==> src/rtl/lq_pkg.sv <==
package lq_pkg;
  typedef struct packed {
    logic arm;     // start a new attempt, clear counts
    logic finish;  // armed attempt reaches its end point
    logic accept;  // ending qualifies: publish capacity
  } lqStrobe_t;
endpackage

==> src/rtl/lq_satcnt.sv <==
module lq_satcnt #(
  parameter int W = 8
) (
  input  logic         clk,
  input  logic         clr,
  input  logic         inc,
  output logic [W-1:0] q
);
  always_ff @(posedge clk) begin
    if (clr)                q <= '0;
    else if (inc && q != '1) q <= q + 1'b1;
  end
endmodule

==> src/rtl/lq_ctrl.sv <==
module lq_ctrl
  import lq_pkg::*;
(
  input  logic       clk,
  input  logic       srstN,
  input  logic       edv1,
  input  logic       nacEq,
  input  logic       coldNow,
  input  logic       lightNow,
  input  logic       chgOver,
  input  logic       sdLast,
  input  logic       sdTermLow,
  output logic       vdq,
  output lqStrobe_t  strb
);
  logic edvPrev;
  logic rise;
  logic spoil;

  assign rise  = edv1 & ~edvPrev;
  assign spoil = coldNow | lightNow | chgOver | sdLast | sdTermLow;

  always_comb begin
    strb.finish = vdq & rise;
    strb.accept = strb.finish & ~spoil;
    strb.arm    = ~vdq & nacEq;
  end

  always_ff @(posedge clk) begin
    if (!srstN) begin
      vdq     <= 1'b0;
      edvPrev <= 1'b0;
    end else begin
      edvPrev <= edv1;
      if (strb.finish)                 vdq <= 1'b0;
      else if (vdq && (chgOver || sdLast)) vdq <= 1'b0;
      else if (strb.arm)               vdq <= 1'b1;
    end
  end
endmodule

==> src/rtl/lq_dp.sv <==
module lq_dp
  import lq_pkg::*;
#(
  parameter int CAP_W     = 16,
  parameter int TEMP_W    = 12,
  parameter int CUR_W     = 16,
  parameter int CHG_W     = 8,
  parameter int SD_W      = 7,
  parameter int SD_STEPS  = 64,
  parameter int CYC_LIMIT = 32
) (
  input  logic                     clk,
  input  logic                     srstN,
  input  logic                     ramCorrupt,
  input  logic [CAP_W-1:0]         nacIn,
  input  logic [CAP_W-1:0]         lmdIn,
  input  logic [CAP_W-1:0]         cacIn,
  input  logic [CAP_W-1:0]         designCap,
  input  logic signed [TEMP_W-1:0] tempIn,
  input  logic [CUR_W-1:0]         avgCur,
  input  logic [CUR_W-1:0]         standbyCur,
  input  logic                     chgTick,
  input  logic                     sdTick,
  input  logic                     dsgTick,
  input  logic                     cycleTick,
  input  logic                     vdq,
  input  lqStrobe_t                strb,
  output logic                     nacEq,
  output logic                     coldNow,
  output logic                     lightNow,
  output logic                     chgOver,
  output logic                     sdLast,
  output logic                     sdTermLow,
  output logic                     capInacc,
  output logic [CAP_W-1:0]         capOut,
  output logic                     capStrobe
);
  localparam int CYC_W = $clog2(CYC_LIMIT + 1);
  localparam logic [CHG_W-1:0] CHG_MAX  = '1;
  localparam logic [SD_W-1:0]  SD_FINAL = SD_W'(SD_STEPS - 1);
  localparam logic [CYC_W-1:0] CYC_TOP  = CYC_W'(CYC_LIMIT);
  localparam logic [CYC_W-1:0] CYC_PRE  = CYC_W'(CYC_LIMIT - 1);

  logic             cntClr;
  logic [CHG_W-1:0] chgCnt;
  logic [SD_W-1:0]  sdCnt;
  logic [CAP_W-1:0] dsgAcc;
  logic [CYC_W-1:0] cycCnt;
  logic [CAP_W-1:0] dcEighth;
  logic [CAP_W-1:0] floorVal;
  logic [CAP_W-1:0] learned;

  assign cntClr = ~srstN | strb.arm;

  lq_satcnt #(.W(CHG_W)) u_chgCnt (.clk(clk), .clr(cntClr), .inc(vdq & chgTick), .q(chgCnt));
  lq_satcnt #(.W(SD_W))  u_sdCnt  (.clk(clk), .clr(cntClr), .inc(vdq & sdTick),  .q(sdCnt));
  lq_satcnt #(.W(CAP_W)) u_dsgAcc (.clk(clk), .clr(cntClr), .inc(vdq & dsgTick), .q(dsgAcc));

  always_comb begin
    nacEq     = (nacIn == lmdIn);
    coldNow   = tempIn[TEMP_W-1];
    lightNow  = {1'b0, avgCur} <= {standbyCur, 1'b0};
    chgOver   = chgTick & (chgCnt == CHG_MAX);
    sdLast    = sdTick & (sdCnt == SD_FINAL);
    sdTermLow = sdTick & (cacIn <= (designCap >> 4));
    dcEighth  = designCap >> 3;
    floorVal  = (lmdIn > dcEighth) ? (lmdIn - dcEighth) : '0;
    learned   = (dsgAcc > floorVal) ? dsgAcc : floorVal;
  end

  always_ff @(posedge clk) begin
    if (!srstN) begin
      capOut    <= '0;
      capStrobe <= 1'b0;
    end else begin
      capStrobe <= strb.accept;
      if (strb.accept) capOut <= learned;
    end
  end

  always_ff @(posedge clk) begin
    if (!srstN) begin
      if (ramCorrupt) begin
        capInacc <= 1'b1;
        cycCnt   <= '0;
      end
    end else if (strb.accept) begin
      capInacc <= 1'b0;
      cycCnt   <= '0;
    end else if (cycleTick && cycCnt != CYC_TOP) begin
      cycCnt <= cycCnt + 1'b1;
      if (cycCnt == CYC_PRE) capInacc <= 1'b1;
    end
  end
endmodule

==> src/rtl/learn_qualifier.sv <==
module learn_qualifier
  import lq_pkg::*;
#(
  parameter int CAP_W     = 16,
  parameter int TEMP_W    = 12,
  parameter int CUR_W     = 16,
  parameter int CHG_W     = 8,
  parameter int SD_W      = 7,
  parameter int SD_STEPS  = 64,
  parameter int CYC_LIMIT = 32
) (
  input  logic                     clk,
  input  logic                     srstN,
  input  logic                     ramCorrupt,
  input  logic [CAP_W-1:0]         nacIn,
  input  logic [CAP_W-1:0]         lmdIn,
  input  logic [CAP_W-1:0]         cacIn,
  input  logic [CAP_W-1:0]         designCap,
  input  logic                     edv1,
  input  logic signed [TEMP_W-1:0] tempIn,
  input  logic [CUR_W-1:0]         avgCur,
  input  logic [CUR_W-1:0]         standbyCur,
  input  logic                     chgTick,
  input  logic                     sdTick,
  input  logic                     dsgTick,
  input  logic                     cycleTick,
  output logic                     validDsg,
  output logic                     capInacc,
  output logic [CAP_W-1:0]         capOut,
  output logic                     capStrobe
);
  lqStrobe_t strb;
  logic nacEq, coldNow, lightNow, chgOver, sdLast, sdTermLow;

  lq_ctrl u_ctrl (
    .clk(clk), .srstN(srstN), .edv1(edv1), .nacEq(nacEq),
    .coldNow(coldNow), .lightNow(lightNow), .chgOver(chgOver),
    .sdLast(sdLast), .sdTermLow(sdTermLow), .vdq(validDsg), .strb(strb)
  );

  lq_dp #(
    .CAP_W(CAP_W), .TEMP_W(TEMP_W), .CUR_W(CUR_W), .CHG_W(CHG_W),
    .SD_W(SD_W), .SD_STEPS(SD_STEPS), .CYC_LIMIT(CYC_LIMIT)
  ) u_dp (
    .clk(clk), .srstN(srstN), .ramCorrupt(ramCorrupt),
    .nacIn(nacIn), .lmdIn(lmdIn), .cacIn(cacIn), .designCap(designCap),
    .tempIn(tempIn), .avgCur(avgCur), .standbyCur(standbyCur),
    .chgTick(chgTick), .sdTick(sdTick), .dsgTick(dsgTick), .cycleTick(cycleTick),
    .vdq(validDsg), .strb(strb),
    .nacEq(nacEq), .coldNow(coldNow), .lightNow(lightNow), .chgOver(chgOver),
    .sdLast(sdLast), .sdTermLow(sdTermLow),
    .capInacc(capInacc), .capOut(capOut), .capStrobe(capStrobe)
  );
endmodule

==> config.mk <==
export PLATFORM = sky130hd
export DESIGN_NAME = learn_qualifier
export DESIGN_NICKNAME = d
export VERILOG_FILES = /design/src/rtl/lq_pkg.sv /design/src/rtl/lq_satcnt.sv /design/src/rtl/lq_ctrl.sv /design/src/rtl/lq_dp.sv /design/src/rtl/learn_qualifier.sv
export SDC_FILE = /design/constraint.sdc
export NUM_CORES = 1
export LEC_CHECK = 0
export CAP_MARGIN = 15
export CORE_MARGIN = 4
export CORE_UTILIZATION = 55
export CTS_CLUSTER_DIAMETER = 60
export CTS_CLUSTER_SIZE = 10
export DETAILED_ROUTE_END_ITERATION = 16
export DONT_BUFFER_PORTS = 1
export PLACE_DENSITY = 0.7
export SYNTH_ARGS = -nofsm -noshare
export SYNTH_HDL_FRONTEND = slang
export SYNTH_SLANG_ARGS = --single-unit
==> constraint.sdc <==
create_clock -name clk -period 12.1 [get_ports clk]
set_input_delay 0.605 -clock clk [delete_from_list [all_inputs] [get_ports clk]]
set_output_delay 0.605 -clock clk [all_outputs]
set_load 0.03 [all_outputs]
Yosys cells after proc, flatten, opt, wreduce, memory -nomap -nowiden
Cells that the tools add are included.
{"block": "classes", "add_sub_neg": 5, "order_cmp": 4, "n_eq_ne": 10, "n_mux": 11, "n_bitwise": 19, "n_reduce_logical": 10}
{"cell": "$mux 16", "count": 2}
{"cell": "$mux 6", "count": 4}
{"cell": "$le 16x17->1", "count": 1}
{"cell": "$add 16x1->16 const B", "count": 1}
{"cell": "$eq 16x16->1", "count": 1}
{"cell": "$gt 16x13->1", "count": 1}
{"cell": "$gt 16x16->1", "count": 1}
{"cell": "$le 16x12->1", "count": 1}
{"cell": "$ne 16x16->1 const B", "count": 1}
{"cell": "$sub 16x13->16", "count": 1}
{"cell": "$and 1x1->1", "count": 10}
{"cell": "$add 8x1->8 const B", "count": 1}
{"cell": "$eq 8x8->1 const B", "count": 1}
{"cell": "$ne 8x8->1 const B", "count": 1}
{"cell": "$add 7x1->7 const B", "count": 1}
{"cell": "$eq 7x6->1 const B", "count": 1}
{"cell": "$ne 7x7->1 const B", "count": 1}
{"cell": "$add 6x1->6 const B", "count": 1}
{"cell": "$eq 6x5->1 const B", "count": 1}
{"cell": "$ne 3x1->1 const B", "count": 2}
{"cell": "$ne 6x6->1 const B", "count": 1}
{"cell": "$logic_and 1x1->1", "count": 5}
{"cell": "$mux 1", "count": 5}
{"cell": "$or 1x1->1", "count": 5}
{"cell": "6 further kinds", "count": 9}
{"block": "word_totals", "ff_bits": 57, "input_bits": 116, "out_inout_bits": 19, "elab_cells": 68}

Depth between registers and ports, before layout
Gate-level depths: netlist of run 1.
{"block": "depth", "ltp_word": 9, "ltp_mapped": 21, "mapped_depth_nobuf": 18}

Hierarchy
Synthesis of run 1 repeated with hierarchy kept, for this count alone.
{"block": "hier_totals", "cells_unflattened": 577, "area_unflattened_um2": 4951.0}
{"module": "lq_dp", "n_inst": 1, "cells_each": 385, "area_each_um2": 3223.1, "seq_area_each_um2": 550.5}
{"module": "lq_satcnt at u_dp.u_dsgAcc", "n_inst": 1, "cells_each": 99, "area_each_um2": 848.3, "seq_area_each_um2": 320.3}
{"module": "lq_satcnt at u_dp.u_chgCnt", "n_inst": 1, "cells_each": 46, "area_each_um2": 430.4, "seq_area_each_um2": 160.2}
{"module": "lq_satcnt at u_dp.u_sdCnt", "n_inst": 1, "cells_each": 37, "area_each_um2": 350.3, "seq_area_each_um2": 140.1}
{"module": "lq_ctrl", "n_inst": 1, "cells_each": 10, "area_each_um2": 98.8, "seq_area_each_um2": 40.0}

Least setup slack after synthesis of run 1
No wires, ideal clock.
{"block": "synth_path", "path_type": "input port to flip-flop", "startpoint": "input lmdIn[0]", "endpoint": "register u_dp.capOut[8]", "setup_ns": 0.070, "t_arrival_ns": 4.419, "required_ns": 12.030, "path_slack_ns": 7.612, "cell_stages": 20, "n_path_buf": 3, "cell_sequence": "inv_1 ha_1 inv_1 fa_1 a211oi_1 o21ai_0 a211oi_1 o21ai_0 xnor2_1 nand2_1 ha_1 and3_1 nand3_1 or4_1 clkbuf_1 and2_1 clkbuf_1 buf_2 o21a_1 a21oi_1"}
{"block": "synth_between", "elab_chain_cells": 4, "elab_cells_between_ends": 5, "cone_classes": "1 x add/sub; 2 x order compare; 2 x mux"}
{"item": "start: declaration", "line": "learn_qualifier.sv:16", "rtl": "input logic [CAP_W-1:0] lmdIn,"}
{"item": "$sub 16x13->16 / $gt 16x13->1 (equally long branches)", "line": "lq_dp.sv:67", "rtl": "floorVal = (lmdIn > dcEighth) ? (lmdIn - dcEighth) : '0;"}
{"item": "$mux 16 *", "line": "lq_dp.sv:67"}
{"item": "$gt 16x16->1", "line": "lq_dp.sv:68", "rtl": "learned = (dsgAcc > floorVal) ? dsgAcc : floorVal;"}
{"item": "$mux 16 *", "line": "lq_dp.sv:68"}
{"item": "end signal: assignment", "line": "lq_dp.sv:77", "rtl": "if (strb.accept) capOut <= learned;"}
{"item": "end: declaration", "line": "lq_dp.sv:35", "rtl": "output logic [CAP_W-1:0] capOut,"}
Mark *: on every way between the ends. The rest lies on a longest branch, timed or not.
A chain may end at the register's enable or synchronous reset.

Final worst setup path of run 1
{"block": "layout_path", "startpoint": "input lmdIn[0]", "endpoint": "register u_dp.capOut[4]"}
The elaborated chain is that of the path after synthesis.

==> impl_metrics.yaml, run 1 <==
floorplanning:
  die_area_um2: 9890
  fp.dieH_um: 99.5
  core_area_um2: 8180
  rows: 33
  io_pins: 135
  initial_core_util: 0.563
  die_x_um: 99.5
logic_synthesis:
  yosys_warnings: 0
  synth_seq_cells: 57
  synth.area.top_cells: "dfxtp_1 22%, ha_1 17%, xor2_1 6.7%"
  synth-async-reset-ratio: 0
  synth_cell_types: 49
  synthCells: 580
  synth_area_per_cell_um2: 7.93
  yosysSeqAreaShare: 0.263
  yosysMostFrequentCell: "ha_1"
  syn_area_um2: 4600
  synth_edf_count: 7
  synth.top_cell.area_share: 0.218
  synthTopCellsByCount: "61 x ha_1, 60 x nand2_1, 50 x dfxtp_1, 50 x nor2_1, 42 x inv_1"
  yosys.area.top_type: "dfxtp_1"
  synth_ff_type: "dfxtp_1"
  synth_fp_nets: 758
clocking:
  clk_pin_slew_ns: 0.06
  cts_hold_buf: 0
  cts_buffer_depth: 2
  cts_root_buffer: "clkbuf_8"
  clock-sinks: 57
  clock_latency_ns: 0.34
  htreeDepth: 3
  numCtsBuffers: 9
  tritoncts: "built"
  post_cts_buffers: 0
  ctsResizeCount: 0
timing:
  slew_headroom: 0.302
  clock-skew-final_ns: 0.00699
  finalCriticalPeriod_ns: 4.77
  rsz0062_at_grt: "no"
  drv_slew: 0
  timing.final.crit_share: 0.394
  setup_violations: 0
  tightestPinTransition_ns: 1.04
  fmax_ghz: 0.210
  tns_ns: 0
  hold_viol_final: 0
detailed_routing:
  drc_errors: 0
  vias: 4183
  via_per_inst: 6.10
  drt_iter0_drc: 217
  dr.pass1.iters: 4
  wl_per_cell_um: 16.7
  route.antenna.remaining_nets: 0
  wirelength_mm: 11.4
global_routing:
  grt_max_degree: 35
  grt_pass1_vias: 4166
  grt_overflow: 0
  grt_usage: 0.236
  grt_pass1_wl_mm: 19.1
  antenna_found_initial: 0
power_and_ir_drop:
  comb_power_share: 0.218
  p_seq_frac: 0.395
  switching_power_uw: 142
  ir_drop_mv: 0.0429
  intPower_uw: 356
  p_clk_frac: 0.387
  p_leak_uw: 0.00208
  switching_share: 0.285
  power_density_nw_per_um2: 102
setup_path:
  crit_fanout: 16
  critPathLaunchType: "input port"
  worstPathArrival_ns: 5.05
  end_kind: "register"
  cp.required_ns: 12.37
  critPathKind: "in2reg"
run_status:
  status: "finished clean"
placement:
  dp.cells: 670
  hpwl_mm: 9.18
  place_area_um2: 4680
  port_buffers: 0
  routabilityCongestion: 0.851
finish:
  nets: 754
  num-fill-cells: 754
  drive_gt1_frac: 0.0327
  fin_area_um2: 4890
  seqCellArea_um2: 1210
  area_growth_pct: 6.23
  multiInputGateArea_um2: 3160
  fin_cells: 686
  diodes: 0
job:
  max_cap_violations: 0
hold_path:
  min_path_type: "in2reg"
## area by class of cell
class	instances	area share
sequential	57	0.248
tap	105	0.0269
clock inverter	6	0.0169
timing repair buffer	2	0.00307
multi-input combinational	464	0.647
inverter	42	0.0322
clock buffer	10	0.0261
## flip-flops by register name, summed over array words and instances, names as in the netlist
signal	cells
u_ctrl.edvPrev	1
u_ctrl.vdq	1
u_dp.capInacc	1
u_dp.capOut	16
u_dp.capStrobe	1
u_dp.cycCnt	6
u_dp.u_chgCnt.q	8
u_dp.u_dsgAcc.q	16
u_dp.u_sdCnt.q	7
## cells by family after synthesis
group,synth area share
fa+ha+maj,0.170
flops,0.263
simple gates,0.218
compound gates,0.192
mux,0.00653
buf+inv,0.0495
xor+xnor,0.101
## placed cells by master (no fill, tap or decap), drive strengths merged, types with 13 or more instances in the layout
cell / n
a21oi: 36
a31oi: 13
dfxtp: 50
ha: 61
inv: 42
nand2: 60
nand3: 26
nand4: 18
nor2: 50
o21ai: 37
xnor2: 18
xor2: 35
## stage by stage
stage	hold slack [ns]	total power [uW]	setup slack [ns]	utilization
floorplan	0.459	287	7.61	-
global placement	0.478	305	7.13	0.572
detailed placement	0.487	309	7.01	0.572
CTS	0.374	501	7.36	0.598
global route	0.368	528	7.03	0.598
finish	0.383	499	7.33	0.598
## power groups by stage
stage	clock (uW)	sequential, uW	combinational [uW]
after floorplan	0	201	86.7
after global placement	0	201	104
after detailed placement	0	201	108
after CTS	196	197	109
after global routing	207	197	124
final	193	197	109
## path summary, 6_finish.rpt
kind / startpoint / endpoint / slack, ns / depth (start not counted)
setup reg to reg: u_dp.u_chgCnt.q[4] / u_dp.cycCnt[4] / 9.24 / 7
hold / removal: edv1 / u_ctrl.edvPrev / 0.38 / 1
hold reg to reg: u_dp.u_sdCnt.q[5] / u_dp.u_sdCnt.q[5] / 0.50 / 2
setup / recovery: lmdIn[0] / u_dp.capOut[4] / 7.33 / 17
## critical path: stages
cell and delay, ns:
inv_1 0.04, ha_1 0.16, inv_1 0.06, fa_1 0.42, a211oi_1 0.41, o21ai_0 0.26
a211oi_1 0.36, o21ai_0 0.16, xnor2_1 0.30, nand2_1 0.10, ha_1 0.29, and3_1 0.18
nand3_1 0.14, or4_1 0.71, and2_1 0.45, o21a_1 0.28, a21oi_1 0.13
## layer usage
layer  wire, um  part of all wire  track usage  vias to the layer above
met5          0                 0            0                        -
met4        269             0.024       0.0861                        0
met3        734             0.064       0.0610                       28
met2       5520              0.48        0.404                      149
met1       4900              0.43        0.286                     1930
li1           -                 -            -                     2076
(Power assumes the default switching activity.)
==> inputs of run 2 (changes only) <==
--- a/config.mk
+++ b/config.mk
@@ -12,7 +12,7 @@
 export CTS_CLUSTER_SIZE = 10
 export DETAILED_ROUTE_END_ITERATION = 16
 export DONT_BUFFER_PORTS = 1
-export PLACE_DENSITY = 0.7
+export PLACE_DENSITY = 0.73
 export SYNTH_ARGS = -nofsm -noshare
 export SYNTH_HDL_FRONTEND = slang
 export SYNTH_SLANG_ARGS = --single-unit
==> constraint.sdc (replaced) <==
create_clock -name clk -period 3.9 [get_ports clk]
set_input_delay 0.195 -clock clk [delete_from_list [all_inputs] [get_ports clk]]
set_output_delay 0.195 -clock clk [all_outputs]
set_load 0.03 [all_outputs]
==> run 2 against run 1 <==
  * Setup slack worse by 7.0 ns
  * Sequential share of layout area down 1.2 points
  * Cell count up 4.1%
  * Clock skew up 0.0022 ns
  * Register-to-register slack worse by 8.0 ns
  * Flip-flop and latch count unchanged
  * Critical path type unchanged
  * Critical endpoint is now u_dp.capOut[6]
==> impl_metrics.yaml, run 2 (synthesis results as in run 1) <==
setup_path:
  cp.required_ns: 4.17
  end_kind: "register"
  reg2reg_from: "u_ctrl.vdq"
  crit_fanout: 8
  worstPathArrival_ns: 3.80
  critPathLaunchType: "input port"
  startpoint: "lmdIn[0]"
  critPathKind: "in2reg"
detailed_routing:
  vias: 4250
  route.antenna.remaining_nets: 0
  wirelength_mm: 12.1
  drt_iter0_drc: 164
  dr.pass1.iters: 6
  via_per_inst: 5.95
  wl_per_cell_um: 17.0
  drc_errors: 0
power_and_ir_drop:
  p_seq_frac: 0.377
  power_density_nw_per_um2: 315
  switching_power_uw: 464
  ir_drop_mv: 0.158
  switching_share: 0.287
  intPower_uw: 1150
  p_clk_frac: 0.387
  comb_power_share: 0.235
  p_leak_uw: 0.00223
placement:
  place_area_um2: 4880
  dp_slack_ns: 0.0262
  routabilityCongestion: 0.909
  port_buffers: 0
  hpwl_mm: 9.70
floorplanning:
  initial_core_util: 0.563
  fp.dieH_um: 99.5
  core_area_um2: 8180
  die_x_um: 99.5
  die_area_um2: 9890
  io_pins: 135
  rows: 33
clocking:
  cts_root_buffer: "clkbuf_8"
  post_cts_buffers: 0
  clock-sinks: 57
  cts_buffer_depth: 2
  htreeDepth: 3
  clock_latency_ns: 0.34
  numCtsBuffers: 9
  clk_pin_slew_ns: 0.07
  tritoncts: "built"
timing:
  hold_viol_final: 0
  slew_headroom: 0.300
  tns_ns: 0
  rsz0062_at_grt: "no"
  setup_violations: 0
  drv_slew: 0
  clock-skew-final_ns: 0.00918
  fin_ws_ns: 0.376
  fmax_ghz: 0.284
  finalCriticalPeriod_ns: 3.52
  timing.final.crit_share: 0.904
  tightestPinTransition_ns: 1.05
hold_path:
  min_path_type: "in2reg"
  min_from: "sdTick"
finish:
  final_common_cell: "ha_1"
  drive_gt1_frac: 0.0772
  diodes: 0
  layout_common_cells: "61 x ha_1, 60 x nand2_1, 50 x nor2_1, 50 x dfxtp_1, 42 x inv_1"
  top_regs: "u_dp.capOut x16, u_dp.u_dsgAcc.q x16, u_dp.u_chgCnt.q x8"
  area_growth_pct: 11.7
  fin_area_um2: 5140
  nets: 782
global_routing:
  grt_pass1_wl_mm: 19.2
  grt_pass1_vias: 4176
  grt_max_degree: 34
  antenna_found_initial: 1
  grt_overflow: 0
  grt_usage: 0.240
run_status:
  status: "finished clean"
job:
  max_cap_violations: 0
## run 2: stage by stage
step | std cells | hold slack, ns | total power (uW) | utilization
floorplan | 580 | 0.317 | 896 | -
global placement | 694 | 0.320 | 978 | 0.597
detailed placement | 694 | 0.327 | 994 | 0.597
CTS | 714 | 0.00622 | 1620 | 0.629
global route | 714 | 0.0220 | 1700 | 0.629
finish | 714 | 0.0113 | 1620 | 0.629
## run 2: layout make-up
type / count / area [um^2]
Fill cell: 727 / 3030
Sequential cell: 57 / 1210
Timing Repair Buffer: 30 / 235
Clock buffer: 11 / 141
Multi-Input combinational cell: 464 / 3190
Inverter: 42 / 158
Tap cell: 105 / 131
Clock inverter: 5 / 78.8
## run 2: repair_timing
action	4_1_cts	5_1_grt
setup endpoints to repair	0	0
hold buffers	4	0
resized for setup	0	0
endpoints found under the hold margin	16	0
## run 2: metal layers
metal | part of all wire | vias up | GRT usage
met1 | 0.41 | 1942 | 0.279
li1 | - | 2129 | -
met3 | 0.072 | 26 | 0.0638
met2 | 0.49 | 153 | 0.418
met5 | 0 | - | 0
met4 | 0.027 | 0 | 0.0987
## run 2: critical path: stages
cell and delay [ns]:
inv_1 0.04, ha_1 0.16, inv_1 0.05, fa_1 0.39, a211oi_2 0.23, o21ai_1 0.17, a2111o_1 0.39, nand2_1 0.08
xnor2_1 0.15, nand2_1 0.10, ha_1 0.29, and4_1 0.17, nand3_1 0.12, or4_1 0.58, and2_1 0.20, buf_4 0.16
o21a_1 0.17, a21oi_1 0.13
## run 2: worst paths after layout
| path | endpoint | slack [ns] | depth (start not counted) |
|---|---|---|---|
| hold reg to reg | u_dp.u_sdCnt.q[5] | 0.50 | 2 |
| hold / removal | u_dp.u_sdCnt.q[6] | 0.01 | 2 |
| setup reg to reg | u_dp.cycCnt[2] | 1.23 | 7 |
| setup / recovery | u_dp.capOut[6] | 0.38 | 18 |
## run 2: power by group through the flow
stage	Clock, uW	Sequential [uW]	Combinational (uW)
floorplan	0	622	274
global placement	0	623	355
detailed placement	0	624	370
CTS	631	611	379
global route	658	611	425
finish	627	611	381
